==> src/rtl/lockcfg_pkg.sv <==
package lockcfg_pkg;

   // key bytes and lock command seen on the index port
   localparam logic [7:0] KEY_FIRST  = 8'h51;
   localparam logic [7:0] KEY_SECOND = 8'h23;
   localparam logic [7:0] LOCK_CMD   = 8'hBB;

   // global register indices
   localparam logic [7:0] IX_SRST    = 8'h02;
   localparam logic [7:0] IX_DEVSEL  = 8'h07;
   localparam logic [7:0] IX_PD_DIR  = 8'h22;
   localparam logic [7:0] IX_PD_AUTO = 8'h23;
   localparam logic [7:0] IX_PINOPT  = 8'h24;

   // banked register indices
   localparam logic [7:0] IX_BANK_LO = 8'h30;
   localparam logic [7:0] IX_ACT     = 8'h30;
   localparam logic [7:0] IX_BASE_H  = 8'h60;
   localparam logic [7:0] IX_BASE_L  = 8'h61;
   localparam logic [7:0] IX_IRQ     = 8'h70;
   localparam logic [7:0] IX_IRQ2    = 8'h72;
   localparam logic [7:0] IX_DMA     = 8'h74;
   localparam logic [7:0] IX_MODE0   = 8'hF0;

   typedef enum logic {
      ST_LOCKED = 1'b0,
      ST_OPEN   = 1'b1
   } key_state_e;

endpackage

==> src/rtl/lockcfg_key.sv <==
module lockcfg_key
   import lockcfg_pkg::*;
(
   input  logic       clk,
   input  logic       rst_n,
   input  logic       idx_wr,
   input  logic [7:0] wdata,
   output logic       is_open
);

   key_state_e st_q;
   logic       half_q;

   always_ff @(posedge clk) begin
      if (!rst_n) begin
         st_q   <= ST_LOCKED;
         half_q <= 1'b0;
      end else if (idx_wr) begin
         case (st_q)
            ST_LOCKED: begin
               if (half_q && wdata == KEY_SECOND) begin
                  st_q   <= ST_OPEN;
                  half_q <= 1'b0;
               end else begin
                  half_q <= (wdata == KEY_FIRST);
               end
            end
            default: begin
               half_q <= 1'b0;
               if (wdata == LOCK_CMD) st_q <= ST_LOCKED;
            end
         endcase
      end
   end

   assign is_open = (st_q == ST_OPEN);


   key_open_chk: assert property (@(posedge clk) disable iff (!rst_n)
      (st_q == ST_LOCKED && half_q && idx_wr && wdata == KEY_SECOND) |=> is_open);


   key_noskip_chk: assert property (@(posedge clk) disable iff (!rst_n)
      (st_q == ST_LOCKED && !half_q && idx_wr && wdata != KEY_FIRST) |=> (!is_open && !half_q));


   key_relock_chk: assert property (@(posedge clk) disable iff (!rst_n)
      (is_open && idx_wr && wdata == LOCK_CMD) |=> !is_open);

endmodule

==> src/rtl/lockcfg_glob.sv <==
module lockcfg_glob
   import lockcfg_pkg::*;
#(
   parameter int DEVW = 4
) (
   input  logic            clk,
   input  logic            rst_n,
   input  logic            wr_en,
   input  logic [7:0]      idx,
   input  logic [7:0]      wdata,
   output logic            srst,
   output logic [DEVW-1:0] devsel,
   output logic [7:0]      pd_dir,
   output logic [7:0]      pd_auto,
   output logic [7:0]      pinopt,
   output logic [7:0]      rd_val
);

   generate
      if (DEVW < 1 || DEVW > 8) begin : g_bad_devw
         $error("lockcfg_glob: DEVW must be 1..8");
      end
   endgenerate

   assign srst = wr_en && (idx == IX_SRST) && wdata[0];

   always_ff @(posedge clk) begin
      if (!rst_n || srst) begin
         devsel  <= '0;
         pd_dir  <= '0;
         pd_auto <= '0;
         pinopt  <= '0;
      end else if (wr_en) begin
         case (idx)
            IX_DEVSEL:  devsel  <= wdata[DEVW-1:0];
            IX_PD_DIR:  pd_dir  <= wdata;
            IX_PD_AUTO: pd_auto <= wdata;
            IX_PINOPT:  pinopt  <= wdata;
            default: ;
         endcase
      end
   end

   always_comb begin
      case (idx)
         IX_DEVSEL:  rd_val = {{(8-DEVW){1'b0}}, devsel};
         IX_PD_DIR:  rd_val = pd_dir;
         IX_PD_AUTO: rd_val = pd_auto;
         IX_PINOPT:  rd_val = pinopt;
         default:    rd_val = 8'h00;
      endcase
   end


   glob_srst_chk: assert property (@(posedge clk) disable iff (!rst_n)
      srst |=> (devsel == '0 && pd_dir == 8'h00 && pd_auto == 8'h00 && pinopt == 8'h00));


   glob_hold_chk: assert property (@(posedge clk) disable iff (!rst_n)
      !wr_en |=> ($stable(pd_dir) && $stable(pd_auto) && $stable(pinopt) && $stable(devsel)));

endmodule

==> src/rtl/lockcfg_bank.sv <==
module lockcfg_bank
   import lockcfg_pkg::*;
#(
   parameter int NMODE    = 5,
   parameter int IRQW     = 8,
   parameter bit HAS_IRQ2 = 1'b0
) (
   input  logic            clk,
   input  logic            rst_n,
   input  logic            clr,
   input  logic            wr_en,
   input  logic [7:0]      idx,
   input  logic [7:0]      wdata,
   output logic            act,
   output logic [15:0]     base,
   output logic [IRQW-1:0] irq,
   output logic [7:0]      rd_val
);

   localparam int ZPAD = 8 - IRQW;

   generate
      if (NMODE < 1 || NMODE > 15) begin : g_bad_nmode
         $error("lockcfg_bank: NMODE must be 1..15");
      end
      if (IRQW < 1 || IRQW > 8) begin : g_bad_irqw
         $error("lockcfg_bank: IRQW must be 1..8");
      end
   endgenerate

   logic [7:0] dma_q;
   logic [7:0] mode_q [NMODE];
   logic [7:0] irq2_v;

   always_ff @(posedge clk) begin
      if (!rst_n || clr) begin
         act   <= 1'b0;
         base  <= '0;
         irq   <= '0;
         dma_q <= '0;
         for (int m = 0; m < NMODE; m++) mode_q[m] <= '0;
      end else if (wr_en) begin
         case (idx)
            IX_ACT:    act         <= wdata[0];
            IX_BASE_H: base[15:8]  <= wdata;
            IX_BASE_L: base[7:0]   <= wdata;
            IX_IRQ:    irq         <= wdata[IRQW-1:0];
            IX_DMA:    dma_q       <= wdata;
            default: ;
         endcase
         for (int m = 0; m < NMODE; m++) begin
            if (idx == IX_MODE0 + 8'(m)) mode_q[m] <= wdata;
         end
      end
   end

   generate
      if (HAS_IRQ2) begin : g_irq2
         logic [7:0] irq2_q;
         always_ff @(posedge clk) begin
            if (!rst_n || clr)                 irq2_q <= '0;
            else if (wr_en && idx == IX_IRQ2)  irq2_q <= wdata;
         end
         assign irq2_v = irq2_q;
      end else begin : g_no_irq2
         assign irq2_v = 8'h00;
      end
   endgenerate

   always_comb begin
      case (idx)
         IX_ACT:    rd_val = {7'b0, act};
         IX_BASE_H: rd_val = base[15:8];
         IX_BASE_L: rd_val = base[7:0];
         IX_IRQ:    rd_val = {{ZPAD{1'b0}}, irq};
         IX_IRQ2:   rd_val = irq2_v;
         IX_DMA:    rd_val = dma_q;
         default:   rd_val = 8'h00;
      endcase
      for (int m = 0; m < NMODE; m++) begin
         if (idx == IX_MODE0 + 8'(m)) rd_val = mode_q[m];
      end
   end


   bank_clr_chk: assert property (@(posedge clk) disable iff (!rst_n)
      clr |=> (!act && base == 16'h0000 && irq == '0));


   bank_hold_chk: assert property (@(posedge clk) disable iff (!rst_n)
      (!wr_en && !clr) |=> ($stable(act) && $stable(base) && $stable(irq)));

endmodule

==> src/rtl/lockcfg_port.sv <==
module lockcfg_port
   import lockcfg_pkg::*;
#(
   parameter int NDEV    = 9,
   parameter int KBD_DEV = 7,
   parameter int NMODE   = 5,
   parameter int IRQW    = 8
) (
   input  logic                 clk,
   input  logic                 rst_n,
   input  logic                 io_wr,
   input  logic                 io_rd,
   input  logic                 io_dsel,
   input  logic [7:0]           io_wdata,
   output logic [7:0]           io_rdata,
   output logic [NDEV-1:0]      dev_act,
   output logic [NDEV*16-1:0]   dev_base,
   output logic [NDEV*IRQW-1:0] dev_irq,
   output logic [7:0]           pd_direct,
   output logic [7:0]           pd_auto,
   output logic [7:0]           pin_opt
);

   localparam int DEVW = (NDEV > 1) ? $clog2(NDEV) : 1;

   generate
      if (NDEV < 1 || NDEV > 16) begin : g_bad_ndev
         $error("lockcfg_port: NDEV must be 1..16");
      end
      if (KBD_DEV < 0 || KBD_DEV >= NDEV) begin : g_bad_kbd
         $error("lockcfg_port: KBD_DEV must name an existing device");
      end
   endgenerate

   logic            is_open;
   logic [7:0]      idx_q;
   logic            idx_wr, dat_wr;
   logic            srst;
   logic [DEVW-1:0] devsel;
   logic [7:0]      glob_rd;
   logic [7:0]      bank_rd [NDEV];
   logic [7:0]      sel_rd;

   assign idx_wr = io_wr && !io_dsel;
   assign dat_wr = io_wr && io_dsel && is_open;

   lockcfg_key u_key (
      .clk     (clk),
      .rst_n   (rst_n),
      .idx_wr  (idx_wr),
      .wdata   (io_wdata),
      .is_open (is_open)
   );

   always_ff @(posedge clk) begin
      if (!rst_n)                                        idx_q <= '0;
      else if (idx_wr && is_open && io_wdata != LOCK_CMD) idx_q <= io_wdata;
   end

   lockcfg_glob #(.DEVW(DEVW)) u_glob (
      .clk     (clk),
      .rst_n   (rst_n),
      .wr_en   (dat_wr && idx_q < IX_BANK_LO),
      .idx     (idx_q),
      .wdata   (io_wdata),
      .srst    (srst),
      .devsel  (devsel),
      .pd_dir  (pd_direct),
      .pd_auto (pd_auto),
      .pinopt  (pin_opt),
      .rd_val  (glob_rd)
   );

   generate
      for (genvar d = 0; d < NDEV; d++) begin : g_bank
         lockcfg_bank #(
            .NMODE    (NMODE),
            .IRQW     (IRQW),
            .HAS_IRQ2 (d == KBD_DEV)
         ) u_bank (
            .clk    (clk),
            .rst_n  (rst_n),
            .clr    (srst),
            .wr_en  (dat_wr && idx_q >= IX_BANK_LO && devsel == DEVW'(d)),
            .idx    (idx_q),
            .wdata  (io_wdata),
            .act    (dev_act[d]),
            .base   (dev_base[d*16 +: 16]),
            .irq    (dev_irq[d*IRQW +: IRQW]),
            .rd_val (bank_rd[d])
         );
      end
   endgenerate

   always_comb begin
      sel_rd = 8'h00;
      for (int d = 0; d < NDEV; d++) begin
         if (devsel == DEVW'(d)) sel_rd = bank_rd[d];
      end
   end

   always_comb begin
      if (!io_rd)                  io_rdata = 8'h00;
      else if (!is_open)           io_rdata = 8'hFF;
      else if (!io_dsel)           io_rdata = idx_q;
      else if (idx_q < IX_BANK_LO) io_rdata = glob_rd;
      else                         io_rdata = sel_rd;
   end


   lock_read_chk: assert property (@(posedge clk) disable iff (!rst_n)
      (io_rd && !is_open) |-> io_rdata == 8'hFF);


   lock_idx_hold_chk: assert property (@(posedge clk) disable iff (!rst_n)
      !is_open |=> $stable(idx_q));


   srst_stays_open_chk: assert property (@(posedge clk) disable iff (!rst_n)
      srst |=> is_open);

endmodule

==> config.mk <==
export PLATFORM = sky130hd
export DESIGN_NAME = lockcfg_port
export DESIGN_NICKNAME = d
export VERILOG_FILES = /design/src/rtl/lockcfg_pkg.sv /design/src/rtl/lockcfg_key.sv /design/src/rtl/lockcfg_glob.sv /design/src/rtl/lockcfg_bank.sv /design/src/rtl/lockcfg_port.sv
export SDC_FILE = /design/constraint.sdc
export NUM_CORES = 1
export LEC_CHECK = 0
export ABC_AREA = 1
export BUFFER_PORTS_ARGS = -buffer_cell sky130_fd_sc_hd__buf_2
export CAP_MARGIN = 10
export CORE_UTILIZATION = 45
export CTS_CLUSTER_DIAMETER = 100
export DETAILED_ROUTE_END_ITERATION = 10
export MAX_ROUTING_LAYER = met4
export PLACE_DENSITY_LB_ADDON = 0.15
export RECOVER_POWER = 25
export SYNTH_ARGS = -nofsm -noshare
export SYNTH_HDL_FRONTEND = slang
export SYNTH_SLANG_ARGS = --single-unit
==> constraint.sdc <==
create_clock -name clk -period 6.7 [get_ports clk]
set_input_delay 0.67 -clock clk [delete_from_list [all_inputs] [get_ports clk]]
set_output_delay 0.67 -clock clk [all_outputs]
set_load 0.01 [all_outputs]
==> results.md, run 1 <==
* Leak at 13.1 nW
* Setup repair after global routing missed its margin: false
* DP Wirelength at 71,100 um
* Max cap viols at 0
* Syn nets at 3,301
* Commonest cells post-synth: nand2_1, o21ai_0, a21oi_1
* Min Hold Slack at 0.411 ns
* Insertion delay to the later sink of the worst-skew pair at 0.63 ns
* Drt pass-1 iters at 8
* Worst-path clk slew at ~0.06 ns
* 1st-iter DRT viols at roughly 3,700
* Global-route wire length before repair at 157,000 um
* GPL Wtd Cong at around 1
* Period minus WS final at 5.59 ns
* Final Non-Filler Cells at 4,387
* Drt via density at 5.81
* Row count at 93
* Grt met1 use at 47.2%
* Die area at 66,500 sq um
* Routed WL per cell at 24.5 um
* Buffers on Ports at 269
* Asr flop ratio synth at 0%
* Register area share after synthesis at 60.0%
* Number of antenna violations at the first check in global routing at 3
* Largest net degree at the start of global routing at between 150 and 200
* Crit path launch type: flop
* Synth Instances at 3,288
* CP Data Required Time at 6.03 ns
* GR Util All Layers at 32.6%
* CTS tree: yes
* Die Wd at around 260 um
* Most common cell in the netlist: nand2_1
* Ys Warns at 0
* Post-CTS Repair Setup Buffers at 0
* Hold/Removal Path Class: in2reg
* Met3 usage at 4.93%
* DRC viols at 0
* Hold Violations, Final at 0
* Fin area at 33,400 sq um
* Top-area cell type share of the netlist area at 36.7%
* Final net count at ~3,500
* Starting density of the core at 45.6%
* Final Cycle Share at 83.4%
* CTS sink count at 703
* Clock root cell: clkbuf_16
* Top FF cell, synth: edfxtp_1
* PD cells at 267 nW/um^2
* Routed vias at 25,500
* Core Box Area at between 60,000 and 70,000 sq um
* Area after DPL at 31,400 sq um
* Overall Power at 8.93 mW
* CTS max path bufs at 3
* Synth area leader: edfxtp_1
* Cell Area, Synth at 29,500 sq um
* Syn_area_per_cell at 8.96 sq um
* Die Ht at 258 um
* Layout area overhead at 13.3%
* Worst path arrival time at 4.92 ns
* Max Fanout on Critical Path at 40
* CTS resizes at 0
* Worst VDD drop at 0.000147 V
* Grt ovf at 0
* # hold bufs at CTS at 0
* Slew Viols, Final at 0
* Vias in the first global route at 23,300
* Fmax at 0.179 GHz
* Met2 GRT Util at a little under half
* Status: complete, no violations
* Final WL at 108,000 um
* IO Pins at 270
* Dpl cells at between 4,000 and 5,000
* Most Crowded Layer GR: met1
* Synth cell types at 38
* CTS HTree Levels at 3
* Setup_tns at 0 ns
* Setup violators final at 0
* Post-route ant nets at 0
* Number of synthesized register bits at about 700
* Worst slew margin at 16.3%
* Share of layout cells above drive strength 1 at 7.37%
* Crit path capture type: output port
* Area contributors post-synth: edfxtp_1, dfxtp_1, nand2_1, o21ai_0, a21oi_1
* Crit Path Category: reg2out
* Slew @ Worst Pin at 1.24 ns
* Total CTS buffers at 74
* Clock Skews at just over 0.03 ns
* EDFF count, synth at 360
-- registers in the layout, summed over array words and instances (netlist names), 4 cells and up --
register,cells
g_bank.u_bank.act,9
u_glob.pinopt,8
u_glob.devsel,4
u_glob.pd_dir,8
g_bank.u_bank.mode_q,360
g_bank.u_bank.irq,72
g_bank.u_bank.g_irq2.irq2_q,8
idx_q,8
g_bank.u_bank.dma_q,72
u_glob.pd_auto,8
g_bank.u_bank.base,144
-- per-stage QoR --
stage / util [%] / setup WS, ns
after floorplan: - / 3.95
after global placement: 48.6 / 1.78
after detailed placement: 48.6 / 1.77
after CTS: 52.2 / 1.13
after global routing: 51.7 / 1.00
final: 51.7 / 1.11
-- report_power, final --
group          internal (mW)  total (mW)  switching [mW]  leakage [nW]
Clock                   2.35        4.07            1.73          1.14
Combinational         0.0315       0.207           0.175          5.78
Sequential              4.62        4.65          0.0307          6.21
-- final cells by class --
class	count	area, sq um
diodes	2	5.00
inverters	237	898
repair buffers	330	1490
clock buffers	97	2050
well taps	855	1070
clock inverters	33	297
fillers	6149	31200
multi-input cells	2130	9900
flip-flops and latches	703	17700
-- routing by layer --
metal  up-vias  share of wire, %
met2      1472                44
met5         -                 0
met1     12300                43
met3       183                11
met4         0               2.7
li1      11500                 -
-- cells by family (layout without fill, tap and decap cells) --
| logic type | Yosys count | count (layout) | share of synthesized area, % |
|---|---|---|---|
| AOI/OAI and AO/OA | 903 | 903 | 15.6 |
| buffers and inverters | 455 | 697 | 6.47 |
| DFF | 703 | 703 | 60.0 |
| other | 0 | 2 | 0 |
| and+or+nand+nor | 1227 | 1227 | 17.9 |
-- cells in the final DEF (no fill, tap or decap), types with 23 or more instances in the layout --
| cell type | count |
|---|---|
| a21oi_1 | 418 |
| clkbuf_16 | 77 |
| edfxtp_1 | 360 |
| dfxtp_1 | 343 |
| nand2_1 | 794 |
| nand3_1 | 105 |
| inv_1 | 210 |
| clkbuf_1 | 269 |
| buf_4 | 55 |
| nand4_1 | 85 |
| nor2_1 | 152 |
| inv_2 | 23 |
| o21ai_0 | 448 |
-- final timing paths --
| path | start | endpoint | slack [ns] | cells after the start |
|---|---|---|---|---|
| worst max register to register | u_glob.devsel[0] | g_bank[7].u_bank.base[12] | 2.94 | 8 |
| worst min register to register | u_key.half_q | u_key.half_q | 0.48 | 2 |
| worst min-delay path | rst_n | u_key.half_q | 0.41 | 3 |
| worst max-delay path | idx_q[0] | io_rdata[0] | 1.11 | 21 |
-- critical path: stages, from the launching register on --
cell,delay [ns]
dfxtp_1,0.40
inv_2,0.09
nand2_1,0.17
nor2_4,0.04
buf_4,0.27
nand2_1,0.13
buf_4,0.30
clkinv_2,0.66
buf_4,0.51
a21oi_1,0.18
nand3_1,0.11
nand2_1,0.08
nand3_1,0.06
nand2_1,0.12
nand2_1,0.06
nor2_1,0.29
nand4_1,0.14
nor2_1,0.21
nand4_1,0.11
nand2_1,0.08
a21oi_1,0.11
buf_2,0.17
Power figures use the tool's default switching activity.
==> run 2, diff against run 1 <==
==> constraint.sdc (replaced) <==
create_clock -name clk -period 4.95 [get_ports clk]
set_input_delay 0.495 -clock clk [delete_from_list [all_inputs] [get_ports clk]]
set_output_delay 0.495 -clock clk [all_outputs]
set_load 0.01 [all_outputs]
==> run 2 against run 1 <==
The flow now finishes with violations (capacitance limit, slew limit). Clock power grew 43%. Wire length grew 0.48%. Critical path depth shrank 2. Count of clock-buffer cells in the layout grew 9. First-iteration DRC count shrank 1.4%. Utilization grew 0.53 points. Non-clock buffer count grew 18. Hold slack lost 0.19 ns. Setup slack lost 1.0 ns. Final cell count grew 0.71%. Flip-flop and latch count is the same. Via count grew 0.54%. Critical path type unchanged. Critical endpoint unchanged. Largest power group unchanged. Highest routed layer unchanged.
==> results.md, run 2 (synthesized netlist as in run 1, its figures left out) <==
* Max reg flops at 360 (unchanged)
* CP peak stage delay at 0.56 ns (-0.10 ns)
* Top delay family on crit path: simple AND/OR/NAND/NOR gates
* Critical Path Most Common Cell: nand2_1
* Largest net degree at the start of global routing at 234 (+31%)
* Commonest non-fill, non-tap cell in the layout: nand2_1
* CTS max path bufs at 3 (unchanged)
* Drt pass-1 iters at 6 (-2)
* Combinational power share at 2.3% (about the same)
* CTS tree: yes
* Internal cell power at 9.69 mW (+38%)
* Final WL at 108,000 um (+0.48%)
* Grt ovf at 0 (unchanged)
* GPL Wtd Cong at 1.01 (about the same)
* Sw power at 2.69 mW (+39%)
* IO Pins at 270 (unchanged)
* Global-route wire length before repair at 156,000 um (about the same)
* Final net count at 3,510 (+0.60%)
* Total CTS buffers at 77 (+4.1%)
* Routed WL per cell at 24.5 um (-0.23%)
* Max Fanout on Critical Path at 20 (-50%)
* Leak at 13.4 nW (+1.7%)
* Final Non-Filler Cells at 4,418 (+0.71%)
* Register area at 17,700 sq um (unchanged)
* Insertion delay to the later sink of the worst-skew pair at 0.63 ns (about the same)
* Period minus WS final at a little under 5 ns
* FF-to-FF setup slack at 0.76 ns (-2.18 ns)
* Buffers on Ports at 269 (unchanged)
* DP Wirelength at 72,400 um (+1.9%)
* CP bufs+invs at 4 (-2)
* Hold/Removal Path Class: in2reg
* Drt via density at 5.80 (-0.17%)
* Die Ht at 258 um (unchanged)
* Slowest cell on crit path: nand2_1
* Die area at 66,500 sq um (unchanged)
* Row count at 93 (unchanged)
* Failing checks: capacitance limit, slew limit
* Regs by FF count: g_bank.u_bank.mode_q (360), g_bank.u_bank.base (144)
* Min Hold Slack at 0.221 ns (-0.190 ns)
* Seq pwr share at 50.8% (-1.3 points)
* Overall Power at 12.4 mW (+39%)
* Commonest cells after routing, fill and taps aside: nand2_1, o21ai_0, a21oi_1, edfxtp_1, dfxtp_1
* Clock Power Share at 46.9% (+1.3 points)
* Core Box Area at 64,600 sq um (unchanged)
* CP cell instances: inv_2 -> nand2_1 -> nor2_4 -> buf_4 -> nand2_1 -> inv_1 -> nand2_1 -> nand3_1 -> nand2_1 -> nand3_1 -> nand2_1 -> nand2_1 -> nor2_1 -> nand4_1 -> nor2_1 -> nand4_1 -> nand2_1 -> a21oi_1 -> buf_2
* CTS HTree Levels at 3 (unchanged)
* Dpl cells at 4,271 (+0.40%)
* Post-route ant nets at 0 (unchanged)
* # hold bufs at CTS at 0 (unchanged)
* Fmax at between 0.2 and 0.25 GHz
* Final core utilization at 52.2% (+0.53 points)
* Sw frac at 21.7% (+0.082 points)
* Setup violators final at 0 (unchanged)
* Worst-path clk slew at 0.06 ns (about the same)
* PD cells at 367 nW/um^2 (+37%)
* Crit path capture type: output port
* Setup_tns at 0 ns (unchanged)
* Status: complete, but fails checks
* Slew Viols, Final at 11 (+11)
* GR Util All Layers at 32.6% (about the same)
* Hold Violations, Final at 0 (unchanged)
* Starting density of the core at 45.6% (unchanged)
* CTS resizes at 0 (unchanged)
* Clock root cell: clkbuf_16
* 1st-iter DRT viols at 3,613 (-1.4%)
* CTS sink count at 703 (unchanged)
* CP Data Required Time at 4.45 ns (-1.58 ns)
* Footprint of the multi-input gates at 9860 sq um (-0.38%)
* Routed vias at 25,600 (+0.54%)
* Post-CTS Repair Setup Buffers at 0 (unchanged)
* Clock Skews at 0.0165 ns (-0.0137 ns)
* Layout area overhead at 14.5%
* Setup repair after global routing missed its margin: false
* Worst VDD drop at 0.000232 V (+58%)
* Number of antenna violations at the first check in global routing at 5 (+2)
* Final Cycle Share at 98.1%
* Share of layout cells above drive strength 1 at 7.92% (+0.56 points)
* Slew @ Worst Pin at 1.64 ns (+0.396 ns)
* Crit Path Category: reg2out
* Top reg by flops: g_bank.u_bank.mode_q
* DRC viols at 0 (unchanged)
* Crit path launch type: flop
* Vias in the first global route at 23,100 (-0.55%)
* Worst path arrival time at 4.36 ns (-0.56 ns)
* Die Wd at 258 um (unchanged)
* Worst slew margin at -10.1% (-26 points)
* Fillcell total at 6,099 (-0.81%)
* Max cap viols at 1 (+1)
## run 2: power by group through the flow
stage | sequential (mW) | clock (mW) | combinational (mW)
4_1_cts | 6.29 | 5.84 | 0.275
6_report | 6.29 | 5.80 | 0.282
3_3_place_gp | 6.41 | 0 | 0.271
5_1_grt | 6.30 | 6.07 | 0.289
3_5_place_dp | 6.42 | 0 | 0.275
2_1_floorplan | 6.40 | 0 | 0.139
## run 2: final cells by class
class / instances / share of cell area, %
tap: 855 / 3.17
clock inverter: 35 / 0.864
multi-input combinational: 2130 / 29.2
antenna: 4 / 0.0297
sequential: 703 / 52.4
clock buffer: 106 / 6.68
inverter: 237 / 2.66
timing repair buffer: 348 / 4.95
## run 2: worst register-to-register path, stage by stage, from the launching register on
cell     delay [ns]
dfxtp_1        0.39
inv_1          0.14
nor2_1         0.12
inv_1          0.11
nor3_1         1.24
inv_1          0.32
nor2_1         0.31
inv_1          0.23
nor2_1         0.87
o21ai_0        0.19
a21oi_1        0.20
## run 2: metal layers
metal,wire [um],part of all wire (%),GRT usage (%)
met1,46800,43,46.8
met2,46400,43,46.3
met3,10900,10,4.98
met4,4110,3.8,12.4
met5,0,0,-
## run 2: path summary, 6_finish.rpt
path / startpoint / end / cells past startpoint
min: rst_n / idx_q[4] / 3
max: idx_q[0] / io_rdata[0] / 19
min reg2reg: u_key.half_q / u_key.half_q / 2
max reg2reg: u_glob.devsel[2] / g_bank[6].u_bank.base[2] / 10
## run 2: through the flow
step / worst slack [ns] / instance area [sq um]
floorplan: 2.38 / 29500
finish: 0.0922 / 33700
global route: 0.0172 / 33700
global placement: 0.897 / 31500
CTS: 0.205 / 34100
detailed placement: 0.878 / 31500
